==> src/rtl/cfill_pkg.sv <==
package cfill_pkg;

    localparam int HDR_W     = 32;
    localparam int PKT_BYTES = 16;

    typedef enum logic [1:0] {
        ST_IDLE  = 2'd0,
        ST_ISSUE = 2'd1,
        ST_DONE  = 2'd2
    } fill_state_e;

    typedef struct packed {
        logic [1:0] size_log2;
        logic [1:0] swap;
    } fill_hdr_t;

    function automatic fill_hdr_t split_header(input logic [HDR_W-1:0] h);
        fill_hdr_t f;
        f.size_log2 = h[31:30];
        f.swap      = h[17:16];
        return f;
    endfunction

endpackage

==> src/rtl/cfill_decode.sv <==
module cfill_decode
    import cfill_pkg::*;
#(
    parameter int CNT_W = 22,
    parameter int LEN_W = CNT_W + 4
) (
    input  logic [HDR_W-1:0] header,
    input  logic [CNT_W-1:0] count,
    output fill_hdr_t        fields,
    output logic [LEN_W-1:0] total_len
);
    logic [LEN_W-1:0] elems;

    always_comb begin
        fields    = split_header(header);
        elems     = LEN_W'(count) + LEN_W'(1);
        total_len = elems << fields.size_log2;
    end
endmodule

==> src/rtl/cfill_chunker.sv <==
module cfill_chunker #(
    parameter int ADDR_W     = 48,
    parameter int LEN_W      = 26,
    parameter int PAGE_BYTES = 4096
) (
    input  logic [ADDR_W-1:0] cur_addr,
    input  logic [LEN_W-1:0]  remain,
    input  logic              split_pages,
    output logic [LEN_W-1:0]  chunk_len,
    output logic              chunk_last
);
    localparam int PG_W = $clog2(PAGE_BYTES);

    logic [LEN_W-1:0] room;

    generate
        if (PG_W == 0) begin : g_no_page
            assign room = LEN_W'(1);
        end else begin : g_page
            assign room = LEN_W'(PAGE_BYTES) - LEN_W'(cur_addr[PG_W-1:0]);
        end
    endgenerate

    always_comb begin
        if (split_pages && (room < remain)) chunk_len = room;
        else                                chunk_len = remain;
        chunk_last = (chunk_len == remain);
    end
endmodule

==> src/rtl/cfill_engine.sv <==
module cfill_engine
    import cfill_pkg::*;
#(
    parameter int ADDR_W     = 48,
    parameter int CNT_W      = 22,
    parameter int PTR_W      = 32,
    parameter int PAGE_BYTES = 4096,
    parameter int LEN_W      = CNT_W + 4
) (
    input  logic              clk,
    input  logic              rst,
    input  logic              pkt_valid,
    input  logic [31:0]       pkt_header,
    input  logic [ADDR_W-1:0] pkt_addr,
    input  logic [31:0]       pkt_data,
    input  logic [CNT_W-1:0]  pkt_count,
    input  logic              to_device,
    output logic              busy,
    output logic              wr_valid,
    input  logic              wr_ready,
    output logic [ADDR_W-1:0] wr_addr,
    output logic [LEN_W-1:0]  wr_len,
    output logic [7:0]        wr_byte,
    output logic              wr_last,
    output logic              done,
    output logic [PTR_W-1:0]  rptr,
    output logic [1:0]        fill_swap
);
    localparam int PG_W = $clog2(PAGE_BYTES);

    fill_state_e       state;
    logic [ADDR_W-1:0] cur_addr;
    logic [LEN_W-1:0]  remain;
    logic [7:0]        fill_byte;
    logic              dev_q;
    logic [1:0]        swap_q;

    fill_hdr_t         hdr;
    logic [LEN_W-1:0]  total_len;
    logic [LEN_W-1:0]  chunk_len;
    logic              chunk_last;

    cfill_decode #(.CNT_W(CNT_W), .LEN_W(LEN_W)) u_decode (
        .header    (pkt_header),
        .count     (pkt_count),
        .fields    (hdr),
        .total_len (total_len)
    );

    cfill_chunker #(.ADDR_W(ADDR_W), .LEN_W(LEN_W), .PAGE_BYTES(PAGE_BYTES)) u_chunk (
        .cur_addr    (cur_addr),
        .remain      (remain),
        .split_pages (dev_q),
        .chunk_len   (chunk_len),
        .chunk_last  (chunk_last)
    );

    always_ff @(posedge clk) begin
        if (rst) begin
            state     <= ST_IDLE;
            cur_addr  <= '0;
            remain    <= '0;
            fill_byte <= '0;
            dev_q     <= 1'b0;
            swap_q    <= '0;
            rptr      <= '0;
        end else begin
            case (state)
                ST_IDLE: begin
                    if (pkt_valid) begin
                        cur_addr  <= pkt_addr;
                        remain    <= total_len;
                        fill_byte <= pkt_data[7:0];
                        dev_q     <= to_device;
                        swap_q    <= hdr.swap;
                        state     <= ST_ISSUE;
                    end
                end
                ST_ISSUE: begin
                    if (wr_ready) begin
                        cur_addr <= cur_addr + ADDR_W'(chunk_len);
                        remain   <= remain - chunk_len;
                        if (chunk_last) state <= ST_DONE;
                    end
                end
                ST_DONE: begin
                    rptr  <= rptr + PTR_W'(PKT_BYTES);
                    state <= ST_IDLE;
                end
                default: state <= ST_IDLE;
            endcase
        end
    end

    always_comb begin
        busy      = (state != ST_IDLE);
        wr_valid  = (state == ST_ISSUE);
        wr_addr   = cur_addr;
        wr_len    = chunk_len;
        wr_last   = chunk_last;
        wr_byte   = fill_byte;
        done      = (state == ST_DONE);
        fill_swap = swap_q;
    end

    // no empty bursts
    a_r2_len_nonzero: assert property (@(posedge clk) disable iff (rst)
        wr_valid |-> (wr_len != '0));

    // device bursts stay inside one page
    a_r4_page_bound: assert property (@(posedge clk) disable iff (rst)
        (wr_valid && dev_q) |->
            ((LEN_W'(wr_addr[PG_W-1:0]) + wr_len) <= LEN_W'(PAGE_BYTES)));

    // host transfers are a single final burst
    a_r6_host_single: assert property (@(posedge clk) disable iff (rst)
        (wr_valid && !dev_q) |-> wr_last);

    // request held under backpressure
    a_r7_hold: assert property (@(posedge clk) disable iff (rst)
        (wr_valid && !wr_ready) |=> (wr_valid && $stable(wr_addr) && $stable(wr_len)));

    // done follows the final accepted burst
    a_r8_done_after_last: assert property (@(posedge clk) disable iff (rst)
        (wr_valid && wr_ready && wr_last) |=> done);

    // done lasts one cycle
    a_r8_done_pulse: assert property (@(posedge clk) disable iff (rst)
        done |=> !done);

    // read pointer steps by one packet
    a_r8_ptr_step: assert property (@(posedge clk) disable iff (rst)
        done |=> (rptr == $past(rptr) + PTR_W'(PKT_BYTES)));

endmodule

==> config.mk <==
export PLATFORM = sky130hd
export DESIGN_NAME = cfill_engine
export DESIGN_NICKNAME = d
export VERILOG_FILES = /design/src/rtl/cfill_pkg.sv /design/src/rtl/cfill_decode.sv /design/src/rtl/cfill_chunker.sv /design/src/rtl/cfill_engine.sv
export SDC_FILE = /design/constraint.sdc
export NUM_CORES = 1
export LEC_CHECK = 0
export BUFFER_PORTS_ARGS = -buffer_cell sky130_fd_sc_hd__buf_4
export CAP_MARGIN = 20
export CELL_PAD_IN_SITES_DETAIL_PLACEMENT = 1
export CELL_PAD_IN_SITES_GLOBAL_PLACEMENT = 1
export CORE_MARGIN = 1.5
export CORE_UTILIZATION = 41
export CTS_CLUSTER_DIAMETER = 80
export DETAILED_ROUTE_END_ITERATION = 12
export PLACE_DENSITY_LB_ADDON = 0.1
export SYNTH_ARGS = -nofsm -noshare
export SYNTH_HDL_FRONTEND = slang
export SYNTH_SLANG_ARGS = --single-unit
==> constraint.sdc <==
create_clock -name clk -period 14.1 [get_ports clk]
set_input_delay 2.115 -clock clk [delete_from_list [all_inputs] [get_ports clk]]
set_output_delay 2.115 -clock clk [all_outputs]
set_load 0.005 [all_outputs]
Yosys cells after proc, flatten, opt, wreduce, memory -nomap -nowiden
Cells that the tools add are included.
Storage, ports and cells
  bits in registers: 119
  bits of input ports: 139
  output and inout port bits: 120
  logic and storage cells: 38
Cells by class
  $add $sub $neg: 5
  magnitude comparators: 1
  equal/unequal tests: 6
  shift-type cells: 1
  mux-type cells: 11
  reductions and logical operators: 7
Operator list (number)
  two-way mux 48 bit: 2
  one-hot mux 48 bit (2 select lines): 1
  two-way mux 26 bit: 3
  one-hot mux 26 bit (2 select lines): 1
  adder 48 x 26 -> 48 bit: 1
  adder 32 x 5 -> 32 bit (second input constant): 1
  == test 26 bit: 1
  less-than comparator 26 bit: 1
  left shift 26 x 2 -> 26 bit: 1
  subtractor 26 bit: 1
  adder 22 x 1 -> 23 bit (second input constant): 1
  subtractor 13 x 12 -> 14 bit (first input constant): 1
  two-way mux 2 bit: 3
  AND reduction 3 bit: 2
  != test 2 x 1 -> 1 bit (second input constant): 2
  one-hot mux 2 bit (2 select lines): 1
  nonzero test 2 bit: 2
  == test 2 x 1 -> 1 bit (second input constant): 1
  == test 2 bit (second input constant): 1
  logical NOT 2 bit: 1
  != test 2 bit (second input constant): 1
  AND reduction 2 bit: 1
  logical AND 1 bit: 1

Longest topological paths before layout
  word-level depth: 8
  depth in mapped cells: 27
  mapped depth without buffers: 24

By module
A second synthesis with hierarchy kept.
Unflattened totals
  cell total of the unflattened synthesis: 1368
  area, all modules: 10332.4 sq um
Modules (own cells, without submodules)
  cfill_engine: instances 1, cells an instance 1003, area an instance 7828.8 sq um, seq. area each 2302.2 sq um
  cfill_decode: instances 1, cells an instance 214, area an instance 1382.6 sq um, seq. area each 0.0 sq um
  cfill_chunker: instances 1, cells an instance 151, area an instance 1121.1 sq um, seq. area each 0.0 sq um

Worst setup path after synthesis
Ideal clock, no wire load.
  path type: register to output
  start point: register cur_addr[2] (netlist: wr_addr[2])
  end point: output wr_last
  arrival time: 4.212 ns
  data required time: 11.985 ns
  path slack: 7.773 ns
  stages on the path, launching flop included: 19
  buffers on the path: 2
  path through: dfxtp_1 -> nor4_1 -> nor2b_1 -> nand2_1 -> or2_2 -> nor4_1 -> xnor2_1 -> ha_1 -> nand4_1 -> or2_2 -> a2111oi_0 -> o32a_2 -> buf_4 -> buf_2 -> mux2_2 -> inv_1 -> ha_1 -> and3_1 -> and4_1
Between the ends
  word-level cells in the longest chain between the ends: 5
RTL lines
  start: declaration: line cfill_engine.sv:32  | logic [ADDR_W-1:0] cur_addr;
  start signal: assignment: line cfill_engine.sv:71  | cur_addr <= pkt_addr;
  start signal: assignment: line cfill_engine.sv:81  | cur_addr <= cur_addr + ADDR_W'(chunk_len);
  subtractor 13 x 12 -> 14 bit (*): line cfill_chunker.sv:20  | assign room = LEN_W'(PAGE_BYTES) - LEN_W'(cur_addr[PG_W-1:0]);
  less-than comparator 26 bit: line cfill_chunker.sv:25  | if (split_pages && (room < remain)) chunk_len = room;
  logical AND 1 bit: line cfill_chunker.sv:25
  two-way mux 26 bit (*): line cfill_chunker.sv:25
  named net wr_len[4]: line cfill_engine.sv:22  | output logic [LEN_W-1:0] wr_len,
  == test 26 bit (*): line cfill_chunker.sv:27  | chunk_last = (chunk_len == remain);
  end: declaration: line cfill_engine.sv:24  | output logic wr_last,
The timed path passes the listed nets; every way through them passes the cells marked *.

Worst setup path after layout
  start point: register cur_addr[2] (netlist: wr_addr[2])
  end point: output wr_last
Between the ends
  word-level cells in the longest chain between the ends: 5
RTL lines (line)
  subtractor 13 x 12 -> 14 bit (*): cfill_chunker.sv:20
  less-than comparator 26 bit: cfill_chunker.sv:25
  logical AND 1 bit: cfill_chunker.sv:25
  two-way mux 26 bit (*): cfill_chunker.sv:25
  == test 26 bit (*): cfill_chunker.sv:27
Every way passes the cells marked *; elsewhere a longest branch is shown, timed or not.

==> results.cfg <==
[run_status]
status = finished, final reports clean

[pwr]
p_per_area_nw_per_um2 = 117
peakVddDrop_uv = 73.9
cellLeakagePower_nw = 4.92

[grt]
number_of_antenna_violations_at_the_first_check_in_global_routing = 0
largest_net_degree_at_the_start_of_global_routing = 69
track_usage_pct = 28.9
grt.overflow.total = 0
first_global_vias = 10629
grt_pass1_wl_mm = 55.8

[sta]
tightest_slew_ns = 0.822
setup_total_negative_slack_ns = 0
timing.clock.skew_ns = 0.0130
relSlewSlack_pct = 45.2
timing.final.crit_share_pct = 58.0
unrepaired_setup_endpoints_after_global_routing = no
maxSlewViolCount = 0
worst_hold_slack_ns = 0.459
final_worst_path_setup_slack_ns = 5.93
final_hold_vios = 0
finalCriticalPeriod_ns = 8.17
setup-violations-final = 0
fmax_ghz = 0.122

[die]
row_count = 55
initial_core_util_pct = 41.9
die-width_um = 155
io-pin-count = 259
core_um2 = 22600
floorplan.die_area_um2 = 24100
die_span_y_um = 155

[routing]
routed_wire_length_per_instance_um = 20.0
vias = 10383
wl_met2_mm = 16.3
routed_via_density = 6.01
met3RoutedLength_mm = 1.75
routed_wirelength_mm = 34.6
dr.max_layer_used = met4
detail_route.drc_violations = 0
dr.first_iter.drc_count = 528
drt_pass1_iterations = 5
drt-met1-wl_mm = 15.6
drtAntennaViolNets = 0

[clock_network]
ctsRootBufferMaster = sky130_fd_sc_hd__clkbuf_16
tritoncts_num_sinks = 115
cts_tree = built
h-tree-depth = 4
clk-insertion-delay-late_ns = 0.43
cts_buffers = 17
buffer_depth_of_the_longest_clock_path = 2
ctsHoldBuffers = 0
cts_resized = 0
postCtsSetupBuffers = 0
cts.clk_slew.worst_paths_ns = 0.07

[setup_path]
timing.critical_path.from = wr_addr[2]
end_of_the_critical_path = wr_last
data_arrival_time_at_the_worst_slack_endpoint_ns = 6.06
worst_r2r_startpoint = wr_addr[2]
worst_reg_to_reg_path_cell_count = 21
max_stage_delay_ns = 0.82
worst_r2r_endpoint = wr_addr[33]
rrSetupSlack_ns = 6.51
timing.critical_path.fanout_max = 42
worstSetupPathType = reg2out
cp_cell_sequence = nor4_1, nor2b_1, nand2_1, or2_2, nor4_1, xnor2_1, ha_1, nand4_1, or2_2, a2111oi_0, o32a_2, mux2_2, inv_1, ha_1, and4_1, and4_1, buf_4
crit_path_top_delay_cell = sky130_fd_sc_hd__o32a_2
cp-end-kind = primary output
crit_required_ns = 11.98
cp-start-kind = flip-flop

[logic_synthesis]
syn_area_um2 = 9490
synth-edff-count = 0
synth_seq_cells = 115
part_of_the_yosys_area_used_for_sequential_elements_pct = 24.3
synth_top_cell_area_share_pct = 24.3
synth_area_leader_cell = sky130_fd_sc_hd__dfxtp_1
netlist-cell-type-count = 84
synthTopCellsByArea = sky130_fd_sc_hd__dfxtp_1 (24%), sky130_fd_sc_hd__ha_1 (7.1%), sky130_fd_sc_hd__nand2_1 (6.1%)
syn_inst = 1268
synth_warnings = 0
yosys_most_used_dff = sky130_fd_sc_hd__dfxtp_1
post_synth.cell_area_avg_um2 = 7.48
async_flop_share_pct = 0

[final_layout]
finish.utilization_pct = 51.8
final_layout_size_suffix_gt1_share_pct = 20.1
n_antenna_cell = 0
layout.nets = 1626
synthToLayoutAreaGrowth_pct = 23.6
instances_no_fill = 1728

[place]
dpl.cell_count = 1697
detailedPlacementHpwl_mm = 25.3
portBuffers = 202
gp_routability_congestion = 0.863
dp_worst_setup_slack_ns = 6.51

[worst_hold_path]
timing.hold.worst.class = reg2reg

[job]
max_cap_viol_count = 0
## cells by family (layout without fill, tap and decap cells)
| kind of cell | Yosys count | after routing | synth area share, % |
|---|---|---|---|
| xor+xnor | 69 | 69 | 6.37 |
| mux | 31 | 31 | 3.48 |
| other cells | 1 | 4 | 0.0395 |
| flops | 115 | 115 | 24.3 |
| compound gates | 394 | 394 | 28.4 |
| buf+inv | 124 | 296 | 5.34 |
| fa+ha+maj | 56 | 56 | 7.54 |
| simple gates | 478 | 478 | 24.6 |
## worst min-delay path by stage
stage | startpoint | to | slack, ns | depth (start not counted)
after floorplan | wr_addr[20] | wr_addr[20] | 0.45 | 2
after global routing | wr_byte[2] | wr_byte[2] | 0.48 | 2
after CTS | wr_byte[2] | wr_byte[2] | 0.46 | 2
after global placement | wr_byte[6] | wr_byte[6] | 0.44 | 2
final | fill_swap[0] | fill_swap[0] | 0.46 | 2
after detailed placement | wr_byte[2] | wr_byte[2] | 0.45 | 2
## state kept, by name, indices dropped and copies added, names as in the netlist
signal and count:
dev_q 1, rptr 28, wr_addr 48, wr_byte 8, state 2, remain 26
fill_swap 2
## placed cells by master, fill, tap and decap left out, drive strengths merged, types with 19 or more instances in the layout
cell type,netlist,final
and2,22,22
xor2,37,37
a21o,20,20
a21oi,107,107
a211oi,33,33
buf,29,214
nor2,122,122
ha,54,54
nor3,24,24
dfxtp,115,115
and3,28,28
nand2,154,154
xnor2,32,32
o21ai,60,60
a311oi,19,19
nand3,28,28
inv,50,55
## synth_stat cells, types with 17 or more instances
cell and instances:
sky130_fd_sc_hd__inv_1 50, sky130_fd_sc_hd__and3_1 28, sky130_fd_sc_hd__nor2_1 121, sky130_fd_sc_hd__a21oi_1 107
sky130_fd_sc_hd__and2_1 22, sky130_fd_sc_hd__a311oi_1 19, sky130_fd_sc_hd__nand4_1 17, sky130_fd_sc_hd__a211oi_1 32
sky130_fd_sc_hd__xnor2_1 32, sky130_fd_sc_hd__ha_1 54, sky130_fd_sc_hd__nand3_1 28, sky130_fd_sc_hd__dfxtp_1 115
sky130_fd_sc_hd__nand2_1 154, sky130_fd_sc_hd__xor2_1 37, sky130_fd_sc_hd__clkbuf_1 44, sky130_fd_sc_hd__nor3_1 23
sky130_fd_sc_hd__o21ai_0 56, sky130_fd_sc_hd__a21o_1 20
## layout make-up
type / instances / area, um^2
timing repair buffer: 214 / 1610
sequential: 115 / 2300
inverter: 51 / 191
clock inverter: 13 / 125
tap: 285 / 357
clock buffer: 18 / 439
multi-input combinational: 1032 / 6700
fill: 2885 / 10900
## report_power, final
| group | switching [W] | leakage, nW | internal, W |
|---|---|---|---|
| logic | 0.000317 | 3.71 | 0.000239 |
| registers | 0.0000371 | 0.943 | 0.000352 |
| clock network | 0.000181 | 0.262 | 0.000248 |
| total | 0.000535 | 4.92 | 0.000840 |
## layer usage
metal	vias to the layer above	track usage (%)
met5	-	0
met4	0	10.4
met3	60	5.38
li1	5003	-
met1	5059	36.9
met2	261	48.6
## worst max-delay path: cells and delay by family, from the launching register on
kind	cells	cell delay (ns)
AO/OA/AOI/OAI	2	1.41
XOR/XNOR	1	0.16
adder cells (fa/ha/maj)	2	0.72
buffers and inverters	2	0.22
flip-flops	1	0.40
multiplexers	1	0.35
AND/OR/NAND/NOR	9	2.34
## stage by stage
stage,total power [W],cell area (um^2)
finish,0.00137,11700
global route,0.00146,11700
CTS,0.00138,11700
detailed placement,0.000940,11200
global placement,0.000924,11200
floorplan,0.000756,9500
No activity file was read; power rests on OpenSTA's default activity.
